$ cat config.mk
export PLATFORM = sky130hd
export DESIGN_NAME = uart_dbl_tx
export DESIGN_NICKNAME = d
export VERILOG_FILES = /design/src/rtl/uart_tx_pkg.sv /design/src/rtl/uart_tx_baud.sv /design/src/rtl/uart_tx_shift.sv /design/src/rtl/uart_dbl_tx.sv
export SDC_FILE = /design/constraint.sdc
export NUM_CORES = 1
export LEC_CHECK = 0
export ABC_AREA = 1
export CAP_MARGIN = 20
export CORE_MARGIN = 4
export CORE_UTILIZATION = 60
export CTS_BUF_LIST = sky130_fd_sc_hd__clkbuf_16
export CTS_CLUSTER_SIZE = 28
export DETAILED_ROUTE_END_ITERATION = 8
export PLACE_DENSITY = 0.94
export SKIP_CTS_REPAIR_TIMING = 1
export SLEW_MARGIN = 30
export SYNTH_ARGS = -nofsm -noshare
export SYNTH_HDL_FRONTEND = slang
export SYNTH_SLANG_ARGS = --single-unit
export TNS_END_PERCENT = 20
$ cat constraint.sdc
create_clock -name clk -period 3.9 [get_ports clk]
set_input_delay 0.39 -clock clk [delete_from_list [all_inputs] [get_ports clk]]
set_output_delay 0.39 -clock clk [all_outputs]
set_load 0.05 [all_outputs]
$ cat src/rtl/uart_tx_pkg.sv
package uart_tx_pkg;
    localparam int FRAME_W = 11;

    typedef struct packed {
        logic nine;
        logic par_en;
        logic par_odd;
    } tx_fmt_t;

    typedef enum logic {
        ST_IDLE,
        ST_SHIFT
    } tx_state_t;

    // Line image, bit 0 goes out first: start, data (parity in top slot), stop.
    function automatic logic [FRAME_W-1:0] build_frame(input logic [8:0] d, input tx_fmt_t f);
        logic [FRAME_W-1:0] r;
        r    = '1;
        r[0] = 1'b0;
        if (f.nine) begin
            r[9:1] = d;
            if (f.par_en) r[9] = (^d[7:0]) ^ f.par_odd;
        end else begin
            r[8:1] = d[7:0];
            if (f.par_en) r[8] = (^d[6:0]) ^ f.par_odd;
        end
        return r;
    endfunction

    function automatic logic [3:0] frame_len(input logic nine);
        return nine ? 4'd11 : 4'd10;
    endfunction
endpackage

$ cat src/rtl/uart_tx_baud.sv
module uart_tx_baud #(
    parameter int DIV_W = 13
) (
    input  logic             clk,
    input  logic             rst,
    input  logic             run,
    input  logic [DIV_W-1:0] div,
    output logic             tick
);
    logic [DIV_W-1:0] cnt;

    assign tick = run && (div != '0) && (cnt == div - 1'b1);

    always_ff @(posedge clk) begin
        if (rst || !run) cnt <= '0;
        else if (tick)   cnt <= '0;
        else             cnt <= cnt + 1'b1;
    end
endmodule

$ cat src/rtl/uart_tx_shift.sv
module uart_tx_shift
    import uart_tx_pkg::*;
#(
    parameter int OVS = 16
) (
    input  logic               clk,
    input  logic               rst,
    input  logic               tick,
    input  logic               load,
    input  logic [FRAME_W-1:0] frame,
    input  logic [3:0]         len,
    output logic               busy,
    output logic               line,
    output logic               frame_end
);
    localparam int OVS_W = $clog2(OVS);
    localparam logic [OVS_W-1:0] SUB_LAST = OVS_W'(OVS - 1);

    tx_state_t          state;
    logic [FRAME_W-1:0] sh;
    logic [OVS_W-1:0]   sub;
    logic [3:0]         bitn;
    logic [3:0]         len_q;
    logic               bit_done;

    assign busy      = (state == ST_SHIFT);
    assign line      = busy ? sh[0] : 1'b1;
    assign bit_done  = busy && tick && (sub == SUB_LAST);
    assign frame_end = bit_done && (bitn == len_q - 4'd1);

    always_ff @(posedge clk) begin
        if (rst) begin
            state <= ST_IDLE;
            sh    <= '1;
            sub   <= '0;
            bitn  <= '0;
            len_q <= '0;
        end else if (load) begin
            state <= ST_SHIFT;
            sh    <= frame;
            sub   <= '0;
            bitn  <= '0;
            len_q <= len;
        end else if (busy && tick) begin
            if (bit_done) begin
                sub <= '0;
                if (frame_end) begin
                    state <= ST_IDLE;
                end else begin
                    bitn <= bitn + 4'd1;
                    sh   <= {1'b1, sh[FRAME_W-1:1]};
                end
            end else begin
                sub <= sub + 1'b1;
            end
        end
    end
endmodule

$ cat src/rtl/uart_dbl_tx.sv
module uart_dbl_tx
    import uart_tx_pkg::*;
#(
    parameter int DIV_W = 13,
    parameter int OVS   = 16
) (
    input  logic             clk,
    input  logic             rst,
    input  logic             tx_en,
    input  logic             nine_bit,
    input  logic             par_en,
    input  logic             par_odd,
    input  logic             send_brk,
    input  logic             loop_en,
    input  logic [DIV_W-1:0] baud_div,
    input  logic             wr_stb,
    input  logic [7:0]       wr_data,
    input  logic             wr_bit8,
    input  logic             empty_ie,
    input  logic             done_ie,
    input  logic             rxd_pin,
    output logic             txd,
    output logic             rcv_in,
    output logic             buf_empty,
    output logic             tx_done,
    output logic             irq_empty,
    output logic             irq_done
);
    logic [8:0]         hold_q;
    logic               empty_q;
    logic               done_q;
    logic               busy;
    logic               line;
    logic               frame_end;
    logic               tick;
    logic               load;
    logic               take;
    tx_fmt_t            fmt;
    logic [FRAME_W-1:0] frame;

    assign fmt   = '{nine: nine_bit, par_en: par_en, par_odd: par_odd};
    assign load  = tx_en && (!busy || frame_end) && (send_brk || !empty_q);
    assign take  = load && !send_brk;
    assign frame = send_brk ? '0 : build_frame(hold_q, fmt);

    uart_tx_baud #(.DIV_W(DIV_W)) u_baud (
        .clk  (clk),
        .rst  (rst),
        .run  (busy),
        .div  (baud_div),
        .tick (tick)
    );

    uart_tx_shift #(.OVS(OVS)) u_shift (
        .clk       (clk),
        .rst       (rst),
        .tick      (tick),
        .load      (load),
        .frame     (frame),
        .len       (frame_len(nine_bit)),
        .busy      (busy),
        .line      (line),
        .frame_end (frame_end)
    );

    always_ff @(posedge clk) begin
        if (rst) begin
            hold_q  <= '0;
            empty_q <= 1'b1;
            done_q  <= 1'b1;
        end else begin
            if (take) empty_q <= 1'b1;
            if (wr_stb) begin
                hold_q  <= {wr_bit8, wr_data};
                empty_q <= 1'b0;
            end
            if (wr_stb || load)            done_q <= 1'b0;
            else if (frame_end && empty_q) done_q <= 1'b1;
        end
    end

    assign txd       = loop_en ? 1'b1 : line;
    assign rcv_in    = loop_en ? line : rxd_pin;
    assign buf_empty = empty_q;
    assign tx_done   = done_q;
    assign irq_empty = empty_q && empty_ie;
    assign irq_done  = done_q && done_ie;
endmodule

After elaboration in Yosys (flattened, before gate mapping)

Index checks and enable logic that the tools add are counted.

Add/sub/neg operators: 5
Eq/ne operators: 4
Muxes and demuxes: 22
Bitwise logic cells: 3
Reduce and logical (&&, ||, !) cells: 31

Operator list:

| cell                                                | number |
|---|---|
| two-way mux 11 bit                                  | 5 |
| two-way mux 1 bit                                   | 15 |
| adder 13 x 1 -> 13 bit (second input constant)      | 1 |
| equality test 13 bit                                | 1 |
| nonzero test 13 bit                                 | 1 |
| subtractor 13 x 1 -> 13 bit (second input constant) | 1 |
| logical AND 1 bit                                   | 11 |
| nonzero test 2 bit                                  | 5 |
| AND reduction 3 bit                                 | 3 |
| adder 4 x 1 -> 4 bit (second input constant)        | 2 |
| two-way mux 8 bit                                   | 1 |
| parity 8 bit                                        | 1 |
| parity 7 bit                                        | 1 |
| equality test 4 bit                                 | 1 |
| equality test 4 bit (second input constant)         | 1 |
| logical OR 1 bit                                    | 4 |
| two-way mux 4 bit                                   | 1 |
| OR reduction 2 bit                                  | 2 |
| subtractor 4 x 1 -> 4 bit (second input constant)   | 1 |
| zero test 1 bit                                     | 3 |
| != test 2 x 1 -> 1 bit (second input constant)      | 1 |
| XOR 1 bit                                           | 2 |
| inverter 1 bit                                      | 1 |

Bits in registers: 48
Output and inout port bits: 6
Logic and storage cells: 74

Longest topological paths before layout

Gate-level depths: netlist of run 1.

Word-level depth: 12
Mapped depth: 19

By module

From an unflattened synthesis of run 1, not the netlist that was laid out.

Cell total of the unflattened synthesis: 469
Area total of the unflattened synthesis: 3266.9 um^2

By module, submodules not included:

| module        | instances | cells an instance | area an instance (um^2) | sequential area each (um^2) |
|---|---|---|---|---|
| uart_tx_shift | 1         | 169               | 1376.3                  | 480.5 |
| uart_tx_baud  | 1         | 178               | 1178.6                  | 260.2 |
| uart_dbl_tx   | 1         | 122               | 711.9                   | 220.2 |

Least setup slack after synthesis of run 1

Ideal clock, no wire load.

Path kind: input -> register
Start point: input port baud_div[0]
End point: register u_shift.sh[3]
Setup time: 112 ps
Data arrival time: 2076 ps
Required time: 3788 ps
Path slack: 1712 ps
Stages: 16
Cells stage by stage: inv_1 -> ha_1 -> xnor2_1 -> nor2_1 -> nand3b_1 -> nor2_1 -> nand3b_4 -> nor2_4 -> nand4_2 -> nand2_2 -> nand2_4 -> buf_6 -> nand2_1 -> nand2_1 -> nand2_1 -> nand2_1

Longest elaborated chain between the ends: 11
Elaborated cells between the ends (all ways): 16

RTL lines:

| what                                                                                 | RTL line                                 | text |
|---|---|---|
| start: declaration                                                                   | uart_dbl_tx.sv:15                        | `input logic [DIV_W-1:0] baud_div,` |
| subtractor 13 x 1 -> 13 bit / nonzero test 13 bit (equally long branches)            | uart_tx_baud.sv:12                       | `assign tick = run && (div != '0) && (cnt == div - 1'b1);` |
| equality test 13 bit / logical AND 1 bit (equally long branches)                     | uart_tx_baud.sv:12                       |  |
| logical AND 1 bit (*)                                                                | uart_tx_baud.sv:12                       |  |
| logical AND 1 bit (*)                                                                | uart_tx_shift.sv:28, uart_tx_shift.sv:44 |  |
| logical AND 1 bit                                                                    | uart_tx_shift.sv:28                      | `assign bit_done = busy && tick && (sub == SUB_LAST);` |
| logical AND 1 bit                                                                    | uart_tx_shift.sv:29                      | `assign frame_end = bit_done && (bitn == len_q - 4'd1);` |
| logical OR 1 bit                                                                     | uart_dbl_tx.sv:42                        | `assign load = tx_en && (!busy \|\| frame_end) && (send_brk \|\| !empty_q);` |
| logical AND 1 bit (2 in a row)                                                       | uart_dbl_tx.sv:42                        |  |
| != test 2 x 1 -> 1 bit (no source line) / nonzero test 2 bit (equally long branches) | n/a                                      |  |
| AND reduction 3 bit (no source line)                                                 | n/a                                      |  |
| end signal: assignment                                                               | uart_tx_shift.sv:40                      | `sh <= frame;` |
| end signal: assignment                                                               | uart_tx_shift.sv:51                      | `sh <= {1'b1, sh[FRAME_W-1:1]};` |
| end: declaration                                                                     | uart_tx_shift.sv:20                      | `logic [FRAME_W-1:0] sh;` |

Mark *: on every way between the ends. The rest lies on a longest branch, timed or not.
A chain may end at the register's enable or synchronous reset.

Worst setup path after layout of run 1

Start point: input port baud_div[0]
End point: register u_shift.sh[1]

The elaborated chain is that of the path after synthesis.

==> reports/results.ini, run 1 <==
[run_status]
status = finished, final reports clean

[clocking]
cts_tree = yes
clock_latency_ns = 0.28
cts_buffers = 5
cts.sinks = 46
clockBufferDepth = 2
htreeDepth = 2
clk_pin_slew_ns = 0.06
root_buffer = clkbuf_16

[grt]
grt_pass1_wl_um = 12400
grt_pass1_vias = 2706
grt_use_total_pct = 25.0
overflow = 0
grt_antenna_before_repair = 0
grt_max_degree = 25

[synth]
synth_area_mm2 = 0.00296
synthAdderAreaFrac_pct = 2.96
ys_types = 36
synth_edf_count = 0
mappedNetlistNets = 489
synth-compound-area-share_pct = 6.30
yosys.area_share.simple_pct = 41.8
synth_top_family_by_area = simple AND/OR/NAND/NOR gates
async_reset_ff_share_pct = 0
synthXorXnorAreaFrac_pct = 8.76
yosysSeqAreaShare_pct = 31.1
syn_inst = 448
ys_warn_count = 0
yosys-mux-area-fraction_pct = 0
ys_seq_elements = 46
syn_avg_cell_area_um2 = 6.60
ys.flop_type = dfxtp_1

[drt]
drtIter0Drc = 253
remaining_drc_errors = 0
dr.pass1.iters = 7
routedWlPerCell_um = 13.1
ant_nets = 0
viasPerCell = 5.33
wl_um = 7230
vias = 2940

[critical_path]
cpMaxStageDelayCell = clkdlybuf4s50_1
worstPathRequired_ns = 4.13
path_buf_inv = 2
crit_family = simple AND/OR/NAND/NOR gates
crit_type = primary input to register
startpoint_type = primary input
cp_cell_sequence = clkdlybuf4s50_1 -> inv_1 -> ha_1 -> nand2_2 -> nor2_4 -> nand3_1 -> nand2_1 -> o21ai_0 -> nor2_1 -> nand3_1 -> nor2_1 -> nand3_1 -> nand2_2 -> nand2_1 -> nand2_1
critPathMaxStageDelay_ns = 0.46
r2r_slack_ns = 1.39
critical_path.endpoint_type = register
cp.arrival_ns = 3.33
crit_fanout = 11

[finish]
nets = 526
ff_latch_area_um2 = 921
n_antenna_cell = 0
multi_input_area_mm2 = 0.00177
drive_above_1_share_pct = 6.60
fillCellCount = 345
area_growth_pct = 19.6

[timing]
finalWorstSetupSlack_ns = 0.801
worst_pin_slew_ns = 0.658
fin_tns_setup_ns = 0
slew_violations = 0
final.min_clock_period_ns = 3.10
rsz0062_at_grt = false
setup_viol = 0
relSlewSlack_pct = 56.1
period_share_pct = 79.5
max_freq_mhz = 323
clock-skew-final_ns = 0.00423
hold_viol = 0

[power_and_ir_drop]
vdd_ir_drop_max_mv = 0.292
power_density_mw_per_mm2 = 337
leakage_nw = 1.59

[floorplanning]
dieWidth_um = 78.2
core-area_mm2 = 0.00475
dieArea_mm2 = 0.00612
num_io_pins = 40
start_util_pct = 62.2
rows = 25
die_h_um = 78.2

[placement]
pre_cts_ws_ns = 0.665
io_buffers = 39
dp_hpwl_um = 5340
finalWeightedCongestion = 0.888

[flow_run]
drv_cap = 0

[hold_path]
hp-class = register to register

==> through the flow <==
step | cell area [um^2] | hold slack [ns] | util [%] | instances | power, mW
3_5_place_dp | 3380 | 0.480 | 71.1 | 545 | 0.734
5_1_grt | 3540 | 0.550 | 74.4 | 552 | 1.25
4_1_cts | 3540 | 0.492 | 74.4 | 552 | 1.19
2_1_floorplan | 2960 | 0.437 | - | 448 | 0.662
6_report | 3540 | 0.488 | 74.4 | 552 | 1.19
3_3_place_gp | 3380 | 0.455 | 71.1 | 545 | 0.725
==> area by class of cell <==
cell class                 instances  area share [%]
clock inverter                     2           0.955
multi-input combinational        337            50.0
tap                               67            2.37
inverter                          55            5.83
sequential                        46            26.0
clock buffer                       5            3.54
timing repair buffer              40            11.2
==> per-layer routing <==
layer  part of all wire, %  vias up  GRT usage [%]
li1                      -     1481              -
met1                    41     1311           30.4
met2                    50      123           44.1
met3                   6.1       25           4.70
met4                   2.7        0           8.57
met5                     0        -              0
==> worst paths after layout <==
kind                                     from            end  cells past startpoint
worst min register to register  u_baud.cnt[0]  u_baud.cnt[0]                      1
worst max register to register   u_shift.busy  u_shift.sh[1]                     12
worst min-delay path            u_baud.cnt[0]  u_baud.cnt[0]                      1
worst max-delay path              baud_div[0]  u_shift.sh[1]                     15
==> worst reg2reg max path, delay by kind of cell, from the launching register on <==
family	cells	cell delay, ns
flip-flops	1	0.48
AND/OR/NAND/NOR	12	1.99
==> sequential cells by signal (all words and copies together) (netlist names) <==
signal / count
u_baud.cnt: 13
u_shift.sh: 11
hold_q: 9
u_shift.bitn: 4
u_shift.sub: 4
u_shift.len_q: 2
buf_empty: 1
tx_done: 1
u_shift.busy: 1
==> cell usage after synthesis, types with 2 or more instances <==
cell type	number	area (um^2)
a31oi_1	2	12.5
nor3_1	4	20.0
nor2_2	7	43.8
buf_6	2	22.5
a21oi_1	13	65.1
nand3b_1	11	82.6
buf_2	3	15.0
xor2_1	12	105
inv_1	51	191
o21ai_0	16	80.1
or2_2	2	12.5
dfxtp_1	46	921
a21boi_0	2	15.0
nand2_2	5	31.3
nand3_1	32	160
clkbuf_1	4	15.0
nor3b_1	5	37.5
nor2_4	3	33.8
nand4_1	2	12.5
nor2_1	59	221
ha_1	7	87.6
clkinv_1	3	11.3
nand3_2	4	40.0
xnor2_1	15	131
nand2_1	127	477
==> report_power, final <==
| part | internal (mW) | leakage (nW) | switching (mW) |
|---|---|---|---|
| logic | 0.0951 | 1.14 | 0.124 |
| registers | 0.492 | 0.377 | 0.0177 |
| clock network | 0.296 | 0.0773 | 0.168 |
==> cell families after synthesis <==
kind of cell | Yosys count
AOI/OAI and AO/OA | 35
xor gates and xnor gates | 28
adders and majority gates | 7
buffers and inverters | 65
DFF | 46
and+or+nand+nor | 267
==> cells in the final DEF, fill, tap and decap left out, drive strengths merged <==
cell           instances
ha                     7
clkdlybuf4s50         39
dfxtp                 46
nand4                  3
nor2                  69
xnor2                 15
xnor3                  1
nand3                 36
bufinv                 1
nand3b                12
nor4b                  1
buf                    1
clkinv                 4
clkbuf                 5
and2                   1
inv                   52
nand2                133
a311oi                 1
and3                   1
nor3b                  5
a31oi                  2
a21boi                 2
or2                    2
a21oi                 13
xor2                  12
o21ai                 17
nor3                   4
(Power assumes the default switching activity.)
==> run 2, diff against run 1 <==
--- a/config.mk
+++ b/config.mk
@@ -8,11 +8,11 @@
 export ABC_AREA = 1
 export CAP_MARGIN = 20
 export CORE_MARGIN = 4
-export CORE_UTILIZATION = 60
+export CORE_UTILIZATION = 50
 export CTS_BUF_LIST = sky130_fd_sc_hd__clkbuf_16
 export CTS_CLUSTER_SIZE = 28
 export DETAILED_ROUTE_END_ITERATION = 8
-export PLACE_DENSITY = 0.94
+export PLACE_DENSITY = 0.85
 export SKIP_CTS_REPAIR_TIMING = 1
 export SLEW_MARGIN = 30
 export SYNTH_ARGS = -nofsm -noshare
==> constraint.sdc (replaced) <==
create_clock -name clk -period 2.6 [get_ports clk]
set_input_delay 0.26 -clock clk [delete_from_list [all_inputs] [get_ports clk]]
set_output_delay 0.26 -clock clk [all_outputs]
set_load 0.05 [all_outputs]
==> run 2 against run 1 <==
  * Setup slack got worse by 0.59 ns
  * Combinational power rose by 56%
  * Clock skew rose by 0.0015 ns
==> reports/results.ini, run 2 (same netlist as run 1, synthesis figures left out) <==
[drt]
dr.pass1.iters = 5  ; -2
ant_nets = 0  ; unchanged
wl_um = 6970  ; -3.6%
drtIter0Drc = 154  ; -39%
routedWlPerCell_um = 12.1  ; -7.4%
remaining_drc_errors = 0  ; unchanged
viasPerCell = 5.13  ; -3.8%
vias = 2947  ; +0.24%

[finish]
largest_register_ffs = 13  ; unchanged
fillCellCount = 483  ; +40%
area_growth_pct = 25.9
drive_above_1_share_pct = 10.9  ; +4.3 points
nets = 543  ; +3.2%
final_cell_mix = 126 x nand2_1, 57 x nor2_1, 52 x inv_1
multi_input_area_mm2 = 0.00181  ; +2.4%
n_antenna_cell = 0  ; unchanged
regMostFlops = u_baud.cnt
reg.largest.list = u_baud.cnt x13, u_shift.sh x11, hold_q x9
mostFrequentLayoutCell = nand2_1
stdcell_count = 575  ; +4.2%
ff_latch_area_um2 = 921  ; unchanged

[placement]
io_buffers = 39  ; unchanged
dp_hpwl_um = 5220  ; -2.2%
place_inst = 567  ; +4.0%
finalWeightedCongestion = 0.867  ; -2.4%

[floorplanning]
die_h_um = 84.9  ; +8.6%
dieWidth_um = 84.9  ; +8.6%
rows = 27  ; +8.0%
num_io_pins = 40  ; unchanged
dieArea_mm2 = 0.00721  ; +18%
start_util_pct = 52.7  ; -9.5 points
core-area_mm2 = 0.00561  ; +18%

[critical_path]
cpMaxStageDelayCell = clkdlybuf4s50_1
crit_type = primary input to register
rr_startpoint = u_shift.len_q[0]
rr_endpoint = tx_done
cp_cell_sequence = clkdlybuf4s50_1 -> inv_1 -> ha_4 -> xnor2_1 -> nor2_1 -> nand3b_1 -> nor2_2 -> nand3b_4 -> nor2_4 -> buf_4 -> nand2_1 -> nor2_4 -> nand2_2 -> nor2_1 -> nand2_1 -> a21oi_1
critPathMaxStageDelay_ns = 0.48  ; +0.02 ns
r2r_cells = 10  ; -2
crit_fanout = 4  ; -7
startpoint_type = primary input
r2r_slack_ns = 0.40  ; -0.99 ns
path_buf_inv = 3  ; +1
crit_family = simple AND/OR/NAND/NOR gates
worstPathRequired_ns = 2.82  ; -1.31 ns
critical_path.endpoint_type = register
cp.arrival_ns = 2.61  ; -0.72 ns

[grt]
overflow = 0  ; unchanged
grt_use_total_pct = 20.2  ; -4.8 points
grt_pass1_wl_um = 12100  ; -2.1%
grt_pass1_vias = 2744  ; +1.4%
grt_antenna_before_repair = 0  ; unchanged
grt_max_degree = 23  ; -8.0%

[timing]
max_freq_mhz = 418
final.min_clock_period_ns = 2.39
worst_pin_slew_ns = 0.523  ; -0.135 ns
slew_violations = 0  ; unchanged
setup_viol = 0  ; unchanged
fin_tns_setup_ns = 0  ; unchanged
clock-skew-final_ns = 0.00571  ; +0.00148 ns
hold_viol = 0  ; unchanged
period_share_pct = 91.9
hold_slack_ns = 0.473  ; -0.0152 ns
relSlewSlack_pct = 64.8  ; +8.7 points

[power_and_ir_drop]
p_total_mw = 1.84  ; +54%
power_density_mw_per_mm2 = 493  ; +46%
leakage_nw = 1.70  ; +6.5%
internal-power_mw = 1.34  ; +52%
vdd_ir_drop_max_mv = 0.411  ; +41%
p_seq_share_pct = 41.5  ; -1.2 points
p_sw_uw = 494  ; +59%
pwr-share-comb_pct = 18.6  ; +0.2 points
p_clk_share_pct = 39.9  ; +1.0 points
switching_share_pct = 26.9  ; +0.92 points

[clocking]
root_buffer = clkbuf_16
clock_latency_ns = 0.29  ; about the same
cts_tree = yes
cts.sinks = 46  ; unchanged
htreeDepth = 2  ; unchanged
cts_buffers = 5  ; unchanged
clockBufferDepth = 2  ; unchanged
clk_pin_slew_ns = 0.06  ; about the same

[hold_path]
min_to = u_baud.cnt[0]
hold_path_depth = 1  ; unchanged
hold_start = u_baud.cnt[0]
hp-class = register to register

[flow_run]
drv_cap = 0  ; unchanged

[run_status]
status = finished, final reports clean

## run 2: layout make-up
class,instances,area share (%)
clock buffer,5,3.36
multi-input combinational,337,48.7
sequential,46,24.7
inverter,55,5.54
tap,72,2.42
timing repair buffer,57,14.2
clock inverter,3,1.11
## run 2: worst max path at each step
stage          slack, ns  cells past startpoint        start               to
3_5_place_dp       -0.14                     16  baud_div[1]  u_shift.bitn[3]
6_report            0.21                     16  baud_div[0]  u_shift.bitn[3]
3_3_place_gp       -0.04                     14  baud_div[0]          tx_done
2_1_floorplan       0.54                     16  baud_div[0]    u_shift.sh[3]
4_1_cts             0.09                     17  baud_div[1]  u_shift.bitn[3]
5_1_grt            -0.04                     16  baud_div[0]  u_shift.bitn[3]
## run 2: metal layers
metal  track usage (%)  wire length (um)  up-vias
met2              34.4              3310       77
met4              6.76               141        0
met1              25.3              3150     1342
li1                  -                 -     1513
met5                 0                 0        -
met3              4.17               361       15
## run 2: power by group through the flow
stage          combinational, mW  sequential (mW)  clock, mW
6_report                   0.341            0.763      0.733
5_1_grt                    0.385            0.767      0.764
4_1_cts                    0.336            0.763      0.742
3_5_place_dp               0.332            0.779          0
3_3_place_gp               0.323            0.777          0
2_1_floorplan              0.215            0.778          0
## run 2: metrics by stage
stage | setup slack [ns] | utilization, % | cell area [um^2]
floorplan | 0.542 | - | 2960
detailed placement | -0.140 | 62.7 | 3510
CTS | 0.0883 | 65.6 | 3680
global route | -0.0447 | 66.4 | 3720
finish | 0.209 | 66.4 | 3720
global placement | -0.0374 | 62.7 | 3510
==> run 3, diff against run 2 <==
--- a/config.mk
+++ b/config.mk
@@ -8,14 +8,13 @@
 export ABC_AREA = 1
 export CAP_MARGIN = 20
 export CORE_MARGIN = 4
-export CORE_UTILIZATION = 50
+export CORE_UTILIZATION = 55
 export CTS_BUF_LIST = sky130_fd_sc_hd__clkbuf_16
 export CTS_CLUSTER_SIZE = 28
 export DETAILED_ROUTE_END_ITERATION = 8
-export PLACE_DENSITY = 0.85
+export PLACE_DENSITY = 0.88
 export SKIP_CTS_REPAIR_TIMING = 1
 export SLEW_MARGIN = 30
 export SYNTH_ARGS = -nofsm -noshare
 export SYNTH_HDL_FRONTEND = slang
 export SYNTH_SLANG_ARGS = --single-unit
-export TNS_END_PERCENT = 20
==> constraint.sdc (replaced) <==
create_clock -name clk -period 2.3 [get_ports clk]
set_input_delay 0.23 -clock clk [delete_from_list [all_inputs] [get_ports clk]]
set_output_delay 0.23 -clock clk [all_outputs]
set_load 0.05 [all_outputs]
==> run 3 against run 2 <==
  * Die area decreased by 8.3%
  * Design area increased by 4.4%
  * Register-to-register slack got worse by 0.31 ns
  * Cell count increased by 2.4%
  * Routed wire length increased by 12%
==> reports/results.ini, run 3 (same netlist as run 1, synthesis figures left out) <==
[power_and_ir_drop]
power_density_mw_per_mm2 = 510  ; +3.4%
vdd_ir_drop_max_mv = 0.369  ; -10%
leakage_nw = 1.84  ; +8.6%
p_total_mw = 1.98  ; +8.0%

[timing]
final.min_clock_period_ns = 2.21
finalWorstSetupSlack_ns = 0.0946  ; -0.115 ns
fin_tns_setup_ns = 0  ; unchanged
relSlewSlack_pct = 43.8  ; -21 points
setup_viol = 0  ; unchanged
hold_viol = 0  ; unchanged
period_share_pct = 95.9
clock-skew-final_ns = 0.00472  ; -0.000991 ns
max_freq_mhz = 453
hold_slack_ns = 0.442  ; -0.0302 ns
slew_violations = 0  ; unchanged
worst_pin_slew_ns = 0.836  ; +0.312 ns

[placement]
dp_hpwl_um = 5590  ; +7.1%
io_buffers = 39  ; unchanged
place_inst = 579  ; +2.1%
placement.cell_area_mm2 = 0.00361  ; +2.8%
finalWeightedCongestion = 0.848  ; -2.1%
pre_cts_ws_ns = -0.441  ; -0.301 ns

[drt]
drtIter0Drc = 261  ; +69%
routedWlPerCell_um = 13.3  ; +9.8%
viasPerCell = 5.28  ; +3.1%
dr.pass1.iters = 5  ; unchanged
remaining_drc_errors = 0  ; unchanged
vias = 3111  ; +5.6%
wl_um = 7840  ; +12%
ant_nets = 0  ; unchanged

[floorplanning]
rows = 26  ; -3.7%
dieWidth_um = 81.3  ; -4.2%
num_io_pins = 40  ; unchanged
dieArea_mm2 = 0.00662  ; -8.3%
die_h_um = 81.3  ; -4.2%
core-area_mm2 = 0.00517  ; -7.8%
start_util_pct = 57.2  ; +4.4 points

[finish]
nets = 559  ; +2.9%
reg.largest.list = u_baud.cnt x13, u_shift.sh x11, hold_q x9
largest_register_ffs = 13  ; unchanged
regMostFlops = u_baud.cnt
mostFrequentLayoutCell = nand2_1
final_core_util_pct = 75.2  ; +8.8 points
final_area_mm2 = 0.00389  ; +4.4%
drive_above_1_share_pct = 15.8  ; +4.9 points
final_cell_mix = 123 x nand2_1, 55 x nor2_1, 49 x inv_1
stdcell_count = 589  ; +2.4%
n_antenna_cell = 0  ; unchanged
area_growth_pct = 31.5

[critical_path]
cp_cell_sequence = xnor2_1 -> xnor2_1 -> buf_4 -> nand2_1 -> nor2_1 -> nand2_2 -> nor2_4 -> nand4_2 -> nand2_2 -> nand2_8 -> buf_4 -> nand2_1 -> a21oi_1
path_buf_inv = 2  ; -1
worstPathRequired_ns = 2.47  ; -0.35 ns
crit_type = register to register
critPathMaxStageDelay_ns = 0.38  ; -0.10 ns
startpoint_type = register
critical_path.endpoint_type = register
crit_fanout = 22  ; +18
cpMaxStageDelayCell = dfxtp_1
cp.arrival_ns = 2.37  ; -0.24 ns
crit_family = simple AND/OR/NAND/NOR gates

[run_status]
status = finished, final reports clean

[clocking]
root_buffer = clkbuf_16
clock_latency_ns = 0.29  ; about the same
htreeDepth = 2  ; unchanged
cts_tree = yes
clockBufferDepth = 2  ; unchanged
clk_pin_slew_ns = 0.06  ; about the same
cts.sinks = 46  ; unchanged
cts_buffers = 5  ; unchanged

[grt]
grt_antenna_before_repair = 0  ; unchanged
grt_use_total_pct = 23.9  ; +3.7 points
overflow = 0  ; unchanged
grt_pass1_vias = 2966  ; +8.1%
grt_pass1_wl_um = 12600  ; +4.3%
grt_max_degree = 23  ; unchanged

[flow_run]
drv_cap = 0  ; unchanged

[hold_path]
hp-class = register to register

-- run 3: area by class of cell --
type / instances / area [um^2]
clock inverter: 3 / 16.3
inverter: 55 / 206
multi-input combinational: 337 / 1850
sequential: 46 / 923
fill: 343 / 1280
timing repair buffer: 73 / 679
clock buffer: 5 / 125
tap: 70 / 87.6
-- run 3: routing by layer --
metal  track usage, %  vias up  share of wire [%]
li1                 -     1542                  -
met1             26.6     1439                 42
met2             43.6      110                 51
met4             8.95        0                1.8
met5                0        -                  0
met3             5.65       20                6.1
-- run 3: worst paths after layout --
kind,start,endpoint,slack [ns],depth (start not counted)
max,u_baud.cnt[4],u_shift.len_q[0],0.09,13
min,u_baud.cnt[0],u_baud.cnt[0],0.44,1
max reg2reg,u_baud.cnt[4],u_shift.len_q[0],0.09,13
min reg2reg,u_baud.cnt[0],u_baud.cnt[0],0.44,1
-- run 3: power breakdown --
part           internal [mW]  leakage [nW]  switching, mW  total, mW
logic                  0.191          1.40          0.228      0.419
clock network          0.397        0.0672          0.305      0.702
registers              0.834         0.378         0.0287      0.863
total                   1.42          1.84          0.561       1.98
-- run 3: worst reg2reg max path: stages (launching register included) --
cell and delay (ns):
dfxtp_1 0.38, xnor2_1 0.11, xnor2_1 0.25, buf_4 0.15, nand2_1 0.04, nor2_1 0.15, nand2_2 0.11, nor2_4 0.15
nand4_2 0.12, nand2_2 0.16, nand2_8 0.14, buf_4 0.22, nand2_1 0.05, a21oi_1 0.05
